[config.mk]
export PLATFORM = sky130hd
export DESIGN_NAME = hdrive_gen
export DESIGN_NICKNAME = d
export VERILOG_FILES = /design/src/rtl/hdg_pkg.sv /design/src/rtl/hdg_linecnt.sv /design/src/rtl/hdg_drive.sv /design/src/rtl/hdg_coinc.sv /design/src/rtl/hdg_flyback.sv /design/src/rtl/hdrive_gen.sv
export SDC_FILE = /design/constraint.sdc
export NUM_CORES = 1
export LEC_CHECK = 0
export ABC_AREA = 1
export BUFFER_PORTS_ARGS = -buffer_cell sky130_fd_sc_hd__buf_4
export CORE_ASPECT_RATIO = 1.4
export CORE_UTILIZATION = 64
export CTS_BUF_LIST = sky130_fd_sc_hd__clkbuf_4 sky130_fd_sc_hd__clkbuf_8
export DETAILED_ROUTE_END_ITERATION = 12
export GPL_TIMING_DRIVEN = 1
export PLACE_DENSITY = 0.92
export SETUP_SLACK_MARGIN = 0.05
export SLEW_MARGIN = 20
export SYNTH_ARGS = -nofsm -noshare
export SYNTH_HDL_FRONTEND = slang
export SYNTH_HIERARCHICAL = 1
export SYNTH_SLANG_ARGS = --single-unit
[constraint.sdc]
create_clock -name clk -period 4.7 [get_ports clk]
set_input_delay 0.94 -clock clk [delete_from_list [all_inputs] [get_ports clk]]
set_output_delay 0.94 -clock clk [all_outputs]
set_load 0.01 [all_outputs]
[src/rtl/hdg_pkg.sv]
// Package: shared helpers for the horizontal drive generator.
// Assumes: callers pass positions of equal width.
package hdg_pkg;

    // Classification of one sync edge against the internal line timing.
    typedef enum logic {
        SYNC_HIT  = 1'b0,
        SYNC_MISS = 1'b1
    } sync_class_t;

endpackage

[src/rtl/hdg_linecnt.sv]
// Line position counter. It counts one line as two halves, so it carries
// both the twice-line-rate phase (low bits) and the half index (top bit).
// Assumes: a line is 2**LPOS_W clocks.
module hdg_linecnt #(
    parameter int LPOS_W = 7
) (
    input  logic              clk,
    input  logic              rst_n,
    output logic [LPOS_W-1:0] lpos
);

    // Advance the line position by one every clock, wrapping naturally.
    always_ff @(posedge clk) begin
        if (!rst_n) lpos <= '0;
        else        lpos <= lpos + 1'b1;
    end

endmodule

[src/rtl/hdg_drive.sv]
// Drive pulse generator. It builds a registered pulse of PULSE_W counts
// from the line position, the phase word, the flip bit and the rate select.
// Assumes: PULSE_W < 2**PH_W.
module hdg_drive #(
    parameter int PH_W    = 6,
    parameter int PULSE_W = 8
) (
    input  logic          clk,
    input  logic          rst_n,
    input  logic [PH_W:0] lpos,
    input  logic [PH_W-1:0] phase_word,
    input  logic          flip_180,
    input  logic          rate_2x,
    output logic          hdrive_out
);

    localparam int LPOS_W = PH_W + 1;

    logic [LPOS_W-1:0] start_1x;
    logic [PH_W-1:0]   start_2x;
    logic [LPOS_W-1:0] dist_1x;
    logic [PH_W-1:0]   dist_2x;
    logic              on_1x;
    logic              on_2x;

    // Pulse start and distance into the window for both output rates.
    always_comb begin
        start_1x = {flip_180, phase_word};
        start_2x = phase_word + {flip_180, {(PH_W-1){1'b0}}};
        dist_1x  = lpos - start_1x;
        dist_2x  = lpos[PH_W-1:0] - start_2x;
        on_1x    = dist_1x < LPOS_W'(PULSE_W);
        on_2x    = dist_2x < PH_W'(PULSE_W);
    end

    // Register the selected pulse so the output is glitch free.
    always_ff @(posedge clk) begin
        if (!rst_n) hdrive_out <= 1'b0;
        else        hdrive_out <= rate_2x ? on_2x : on_1x;
    end

endmodule

[src/rtl/hdg_coinc.sv]
// Coincidence supervisor. It classifies each rising sync edge against the
// line position and keeps a lock status with miss/hit hysteresis, plus a
// sticky lock-loss flag.
// Assumes: hsync_in is synchronous to clk; expected sync is at position 0.
module hdg_coinc
    import hdg_pkg::*;
#(
    parameter int LPOS_W = 7,
    parameter int TOL    = 2,
    parameter int MISS_N = 4,
    parameter int HIT_N  = 4
) (
    input  logic              clk,
    input  logic              rst_n,
    input  logic [LPOS_W-1:0] lpos,
    input  logic              hsync_in,
    input  logic              clr_flags,
    output logic              unlocked,
    output logic              lock_lost
);

    localparam int RUN_MAX = (MISS_N > HIT_N) ? MISS_N : HIT_N;
    localparam int RUN_W   = $clog2(RUN_MAX + 1);

    logic             hs_q;
    logic             hs_rise;
    sync_class_t      cls;
    logic [RUN_W-1:0] miss_run;
    logic [RUN_W-1:0] hit_run;
    logic             lose_now;
    logic             regain_now;

    // Previous sync level for edge detection.
    always_ff @(posedge clk) begin
        if (!rst_n) hs_q <= 1'b0;
        else        hs_q <= hsync_in;
    end

    // Edge detect, window classification and hysteresis decisions.
    always_comb begin
        hs_rise    = hsync_in & ~hs_q;
        cls        = ((lpos <= LPOS_W'(TOL)) || (lpos >= LPOS_W'(2**LPOS_W - TOL)))
                     ? SYNC_HIT : SYNC_MISS;
        lose_now   = hs_rise && (cls == SYNC_MISS) && !unlocked
                     && (miss_run == RUN_W'(MISS_N - 1));
        regain_now = hs_rise && (cls == SYNC_HIT) && unlocked
                     && (hit_run == RUN_W'(HIT_N - 1));
    end

    // Consecutive miss and hit run counters.
    always_ff @(posedge clk) begin
        if (!rst_n) begin
            miss_run <= '0;
            hit_run  <= '0;
        end else if (hs_rise) begin
            if (cls == SYNC_HIT) begin
                miss_run <= '0;
                hit_run  <= (unlocked && !regain_now) ? hit_run + 1'b1 : '0;
            end else begin
                hit_run  <= '0;
                miss_run <= (!unlocked && !lose_now) ? miss_run + 1'b1 : '0;
            end
        end
    end

    // Live lock status with hysteresis.
    always_ff @(posedge clk) begin
        if (!rst_n)          unlocked <= 1'b0;
        else if (lose_now)   unlocked <= 1'b1;
        else if (regain_now) unlocked <= 1'b0;
    end

    // Sticky lock-loss flag; a new loss wins over a clear.
    always_ff @(posedge clk) begin
        if (!rst_n) lock_lost <= 1'b0;
        else        lock_lost <= lose_now | (lock_lost & ~clr_flags);
    end

endmodule

[src/rtl/hdg_flyback.sv]
// Flyback presence supervisor. It times the gap since the last flyback
// edge and raises a sticky flag when the gap reaches FB_LIMIT clocks.
// Assumes: flyback_in is synchronous to clk.
module hdg_flyback #(
    parameter int FB_LIMIT = 256
) (
    input  logic clk,
    input  logic rst_n,
    input  logic flyback_in,
    input  logic clr_flags,
    output logic flyback_missing
);

    localparam int GAP_W = $clog2(FB_LIMIT + 1);

    logic             fb_q;
    logic             fb_rise;
    logic [GAP_W-1:0] gap;
    logic             gap_full;

    // Previous flyback level for edge detection.
    always_ff @(posedge clk) begin
        if (!rst_n) fb_q <= 1'b0;
        else        fb_q <= flyback_in;
    end

    // Edge and window-expired decode.
    always_comb begin
        fb_rise  = flyback_in & ~fb_q;
        gap_full = (gap == GAP_W'(FB_LIMIT));
    end

    // Saturating gap timer, restarted by each flyback edge.
    always_ff @(posedge clk) begin
        if (!rst_n)         gap <= '0;
        else if (fb_rise)   gap <= '0;
        else if (!gap_full) gap <= gap + 1'b1;
    end

    // Sticky warning; an expired window keeps it set through a clear.
    always_ff @(posedge clk) begin
        if (!rst_n) flyback_missing <= 1'b0;
        else        flyback_missing <= gap_full | (flyback_missing & ~clr_flags);
    end

endmodule

[src/rtl/hdrive_gen.sv]
// Top of the horizontal drive generator. It wires the line counter, the
// drive pulse generator, the coincidence supervisor and the flyback
// supervisor, and registers the loop-mode select.
// Assumes: all inputs synchronous to clk; synchronous active-low reset.
module hdrive_gen #(
    parameter int PH_W     = 6,
    parameter int PULSE_W  = 8,
    parameter int TOL      = 2,
    parameter int MISS_N   = 4,
    parameter int HIT_N    = 4,
    parameter int FB_LINES = 2
) (
    input  logic            clk,
    input  logic            rst_n,
    input  logic [PH_W-1:0] phase_word,
    input  logic            flip_180,
    input  logic            rate_2x,
    input  logic            tape_mode,
    input  logic            clr_flags,
    input  logic            hsync_in,
    input  logic            flyback_in,
    output logic            hdrive_out,
    output logic            loop_tape,
    output logic            unlocked,
    output logic            lock_lost,
    output logic            flyback_missing
);

    localparam int LPOS_W   = PH_W + 1;
    localparam int LINE_LEN = 2 ** LPOS_W;
    localparam int FB_LIMIT = FB_LINES * LINE_LEN;

    logic [LPOS_W-1:0] lpos;

    hdg_linecnt #(.LPOS_W(LPOS_W)) u_cnt (
        .clk   (clk),
        .rst_n (rst_n),
        .lpos  (lpos)
    );

    hdg_drive #(.PH_W(PH_W), .PULSE_W(PULSE_W)) u_drv (
        .clk        (clk),
        .rst_n      (rst_n),
        .lpos       (lpos),
        .phase_word (phase_word),
        .flip_180   (flip_180),
        .rate_2x    (rate_2x),
        .hdrive_out (hdrive_out)
    );

    hdg_coinc #(.LPOS_W(LPOS_W), .TOL(TOL), .MISS_N(MISS_N), .HIT_N(HIT_N)) u_coi (
        .clk       (clk),
        .rst_n     (rst_n),
        .lpos      (lpos),
        .hsync_in  (hsync_in),
        .clr_flags (clr_flags),
        .unlocked  (unlocked),
        .lock_lost (lock_lost)
    );

    hdg_flyback #(.FB_LIMIT(FB_LIMIT)) u_fly (
        .clk             (clk),
        .rst_n           (rst_n),
        .flyback_in      (flyback_in),
        .clr_flags       (clr_flags),
        .flyback_missing (flyback_missing)
    );

    // Register the loop-mode select for the external loop filter.
    always_ff @(posedge clk) begin
        if (!rst_n) loop_tape <= 1'b0;
        else        loop_tape <= tape_mode;
    end

endmodule

==> flow_summary.json <==
{
  "status": "finished clean",
  "htree_levels": 2,
  "grt_max_degree": 14,
  "holdBufCountCts": 0,
  "crit_buf_inv": 3,
  "drc": 0,
  "min_period_ns": 2.15,
  "clock.fmax_mhz": 464,
  "ant_nets": 0,
  "drtPass1Iterations": 4,
  "cp-end-kind": "register",
  "place_ws_ns": 2.24,
  "worst-path-stages": 12,
  "cts.path.max_buffers": 2,
  "register_area_um2": 581,
  "ys_types": 23,
  "async_flop_share_pct": 0,
  "setup_violations": 0,
  "cp-start-kind": "primary input",
  "grt_pass1_vias": 1746,
  "yosys-top-cells-count": "nand2_1, inv_1, nor2_1",
  "hpwl_um": 3030,
  "r2r_end": "u_drv/hdrive_out",
  "dieWidth_um": 48.9,
  "tightest_slew_ns": 0.289,
  "areaGrowthSynthToFinish_pct": 13.8,
  "synth_top_cell_area_share_pct": 29.4,
  "rows": 23,
  "slowest_stage": "ha_1",
  "num_io_pins": 19,
  "synthDominantAreaCellType": "dfxtp_1",
  "setup.worst_path.start": "phase_word[3]",
  "synthFlopType": "dfxtp_1",
  "multiInputGateArea_um2": 1120,
  "cts.repair.resized": 0,
  "antenna_cells": 0,
  "syn_area_per_cell_um2": 6.45,
  "nNetsFinal": 363,
  "synth_edf_count": 0,
  "setup_ws_ns": 2.55,
  "placed_cell_area_um2": 2150,
  "antenna_found_initial": 0,
  "post_cts.repair.setup_buffers": 0,
  "maxSlewViolCount": 0,
  "fin_cells": 369,
  "synth_seq_cells": 29,
  "cp_max_fo": 5,
  "synth_area_leaders": "dfxtp_1, nand2_1, inv_1",
  "tritoncts": "done",
  "die_y_um": 67.7,
  "ys_seq_area_share_pct": 29.4,
  "crit_chain": "buf_4, inv_1, ha_1, inv_1, ha_1, nand2_2, nand2_2, nand2_1, nand2_1, nor2_1, nand3_1, a21oi_1",
  "syn_nets": 338,
  "drive_gt1_share_pct": 13.9,
  "fin_area_um2": 2250,
  "core_area_um2": 2910,
  "root_buffer": "clkbuf_8",
  "reg2reg_depth": 10,
  "cp_data_required_time_ns": 4.91,
  "yosysWarnings": 6,
  "regToRegStartpoint": "u_cnt/lpos[3]",
  "clk_pin_slew_worst_paths_ns": 0.06,
  "drt_iter0_drc": 43,
  "hp-class": "reg2reg",
  "vias_per_cell": 5.01,
  "grt_pass1_wl_um": 6710,
  "nFillCells": 248,
  "io_buffer_count": 18,
  "vias": 1849,
  "reg2reg_slack_ns": 2.89,
  "post-synth-top-count-cell": "nand2_1",
  "crit_family": "adder cells",
  "hold_viol": 0,
  "finalCritPeriodShare_pct": 45.8,
  "cp_data_arrival_time_ns": 2.36,
  "fin_setup_tns_ns": 0,
  "finalWirelength_um": 3950,
  "grtUsageTotal_pct": 26.7,
  "syn-cell-area_um2": 1970,
  "leakagePower_uw": 0.00113,
  "rsz0062_at_grt": "false",
  "fin_skew_ns": 0.00136,
  "grt_overflow": 0,
  "clock-sinks": 29,
  "wire_per_inst_um": 10.7,
  "netlist_instances": 306,
  "slew_headroom_pct": 80.7,
  "cts_made_buffers": 5,
  "place_congestion": 0.846,
  "crit_end": "u_drv/hdrive_out",
  "start_util_pct": 67.9,
  "power.density_nw_per_um2": 249,
  "path_class": "in2reg",
  "dieArea_um2": 3310,
  "hold_slack_ns": 0.462,
  "placed_cells": 361,
  "ir_worst_vdd_uv": 253,
  "max_cap_viol_count": 0,
  "clock_latency_ns": 0.28,
  "critPathMaxStageDelay_ns": 0.33
}
## power breakdown
| part | switching (uW) | internal (uW) | leakage, uW | total, uW |
|---|---|---|---|---|
| Clock | 87.5 | 122 | 0.0000498 | 210 |
| Combinational | 53.3 | 38.5 | 0.000846 | 91.8 |
| Sequential | 5.77 | 252 | 0.000236 | 258 |
| Total | 147 | 413 | 0.00113 | 559 |
## flip-flops by register name (all words and copies together) (netlist names)
signal	flops
u_fly/gap	9
u_cnt/lpos	7
u_coi/hit_run	3
u_coi/miss_run	3
loop_tape	1
u_coi/hs_q	1
u_coi/lock_lost	1
u_coi/unlocked	1
u_drv/hdrive_out	1
u_fly/fb_q	1
u_fly/flyback_missing	1
## cells in the final DEF (no fill, tap or decap), types with 3 or more instances in the layout
cell type / count
nor2_2: 3
nand3_1: 18
dfxtp_1: 29
nor2_1: 30
inv_1: 67
clkbuf_8: 5
nand2_1: 81
a21oi_1: 21
clkbuf_4: 3
buf_4: 18
xnor2_1: 3
o21ai_0: 7
nand4_1: 6
nand2_2: 4
inv_2: 5
ha_1: 18
## worst reg2reg max path: stages (launching register included)
cell and delay (ns):
dfxtp_1 0.39, ha_1 0.38, inv_1 0.07, ha_1 0.33, nand2_2 0.09, nand2_2 0.05
nand2_1 0.05, nand2_1 0.04, nor2_1 0.10, nand3_1 0.09, a21oi_1 0.15
## logic make-up after synthesis
kind of cell	after synthesis	synth area share [%]
buffers and inverters	72	13.7
adder cells (fa/ha/maj)	18	11.4
AND/OR/NAND/NOR	149	32.8
AO/OA/AOI/OAI	31	8.81
flip-flops	29	29.4
XOR/XNOR	7	3.87
## layout make-up
class / count / area share, %
Inverter: 72 / 12.0
Multi-Input combinational cell: 205 / 50.0
Clock buffer: 8 / 4.07
Sequential cell: 29 / 25.8
Timing Repair Buffer: 18 / 6.02
Tap cell: 37 / 2.06
## through the flow
| step | power [uW] | util (%) |
|---|---|---|
| 2_1_floorplan | 328 | - |
| 3_3_place_gp | 351 | 74.1 |
| 3_5_place_dp | 355 | 74.1 |
| 4_1_cts | 563 | 77.3 |
| 5_1_grt | 587 | 77.3 |
| 6_report | 559 | 77.3 |
## routing by layer
layer  share of wire, %  global-route usage [%]
met2                 55                    55.9
met3                2.7                    5.41
met5                  0                       0
met1                 40                    23.9
met4                2.6                    12.9
## worst min-delay path by stage
| stage | start | slack (ns) | to | depth (start not counted) |
|---|---|---|---|---|
| after CTS | u_coi/lock_lost | 0.46 | u_coi/lock_lost | 2 |
| after floorplan | u_coi/hit_run[2] | 0.44 | u_coi/hit_run[2] | 2 |
| after global placement | u_coi/lock_lost | 0.45 | u_coi/lock_lost | 2 |
| after global routing | u_coi/hit_run[0] | 0.49 | u_coi/hit_run[0] | 2 |
| after detailed placement | u_coi/lock_lost | 0.45 | u_coi/lock_lost | 2 |
| final | u_coi/lock_lost | 0.46 | u_coi/lock_lost | 2 |
(Power assumes the default switching activity.)
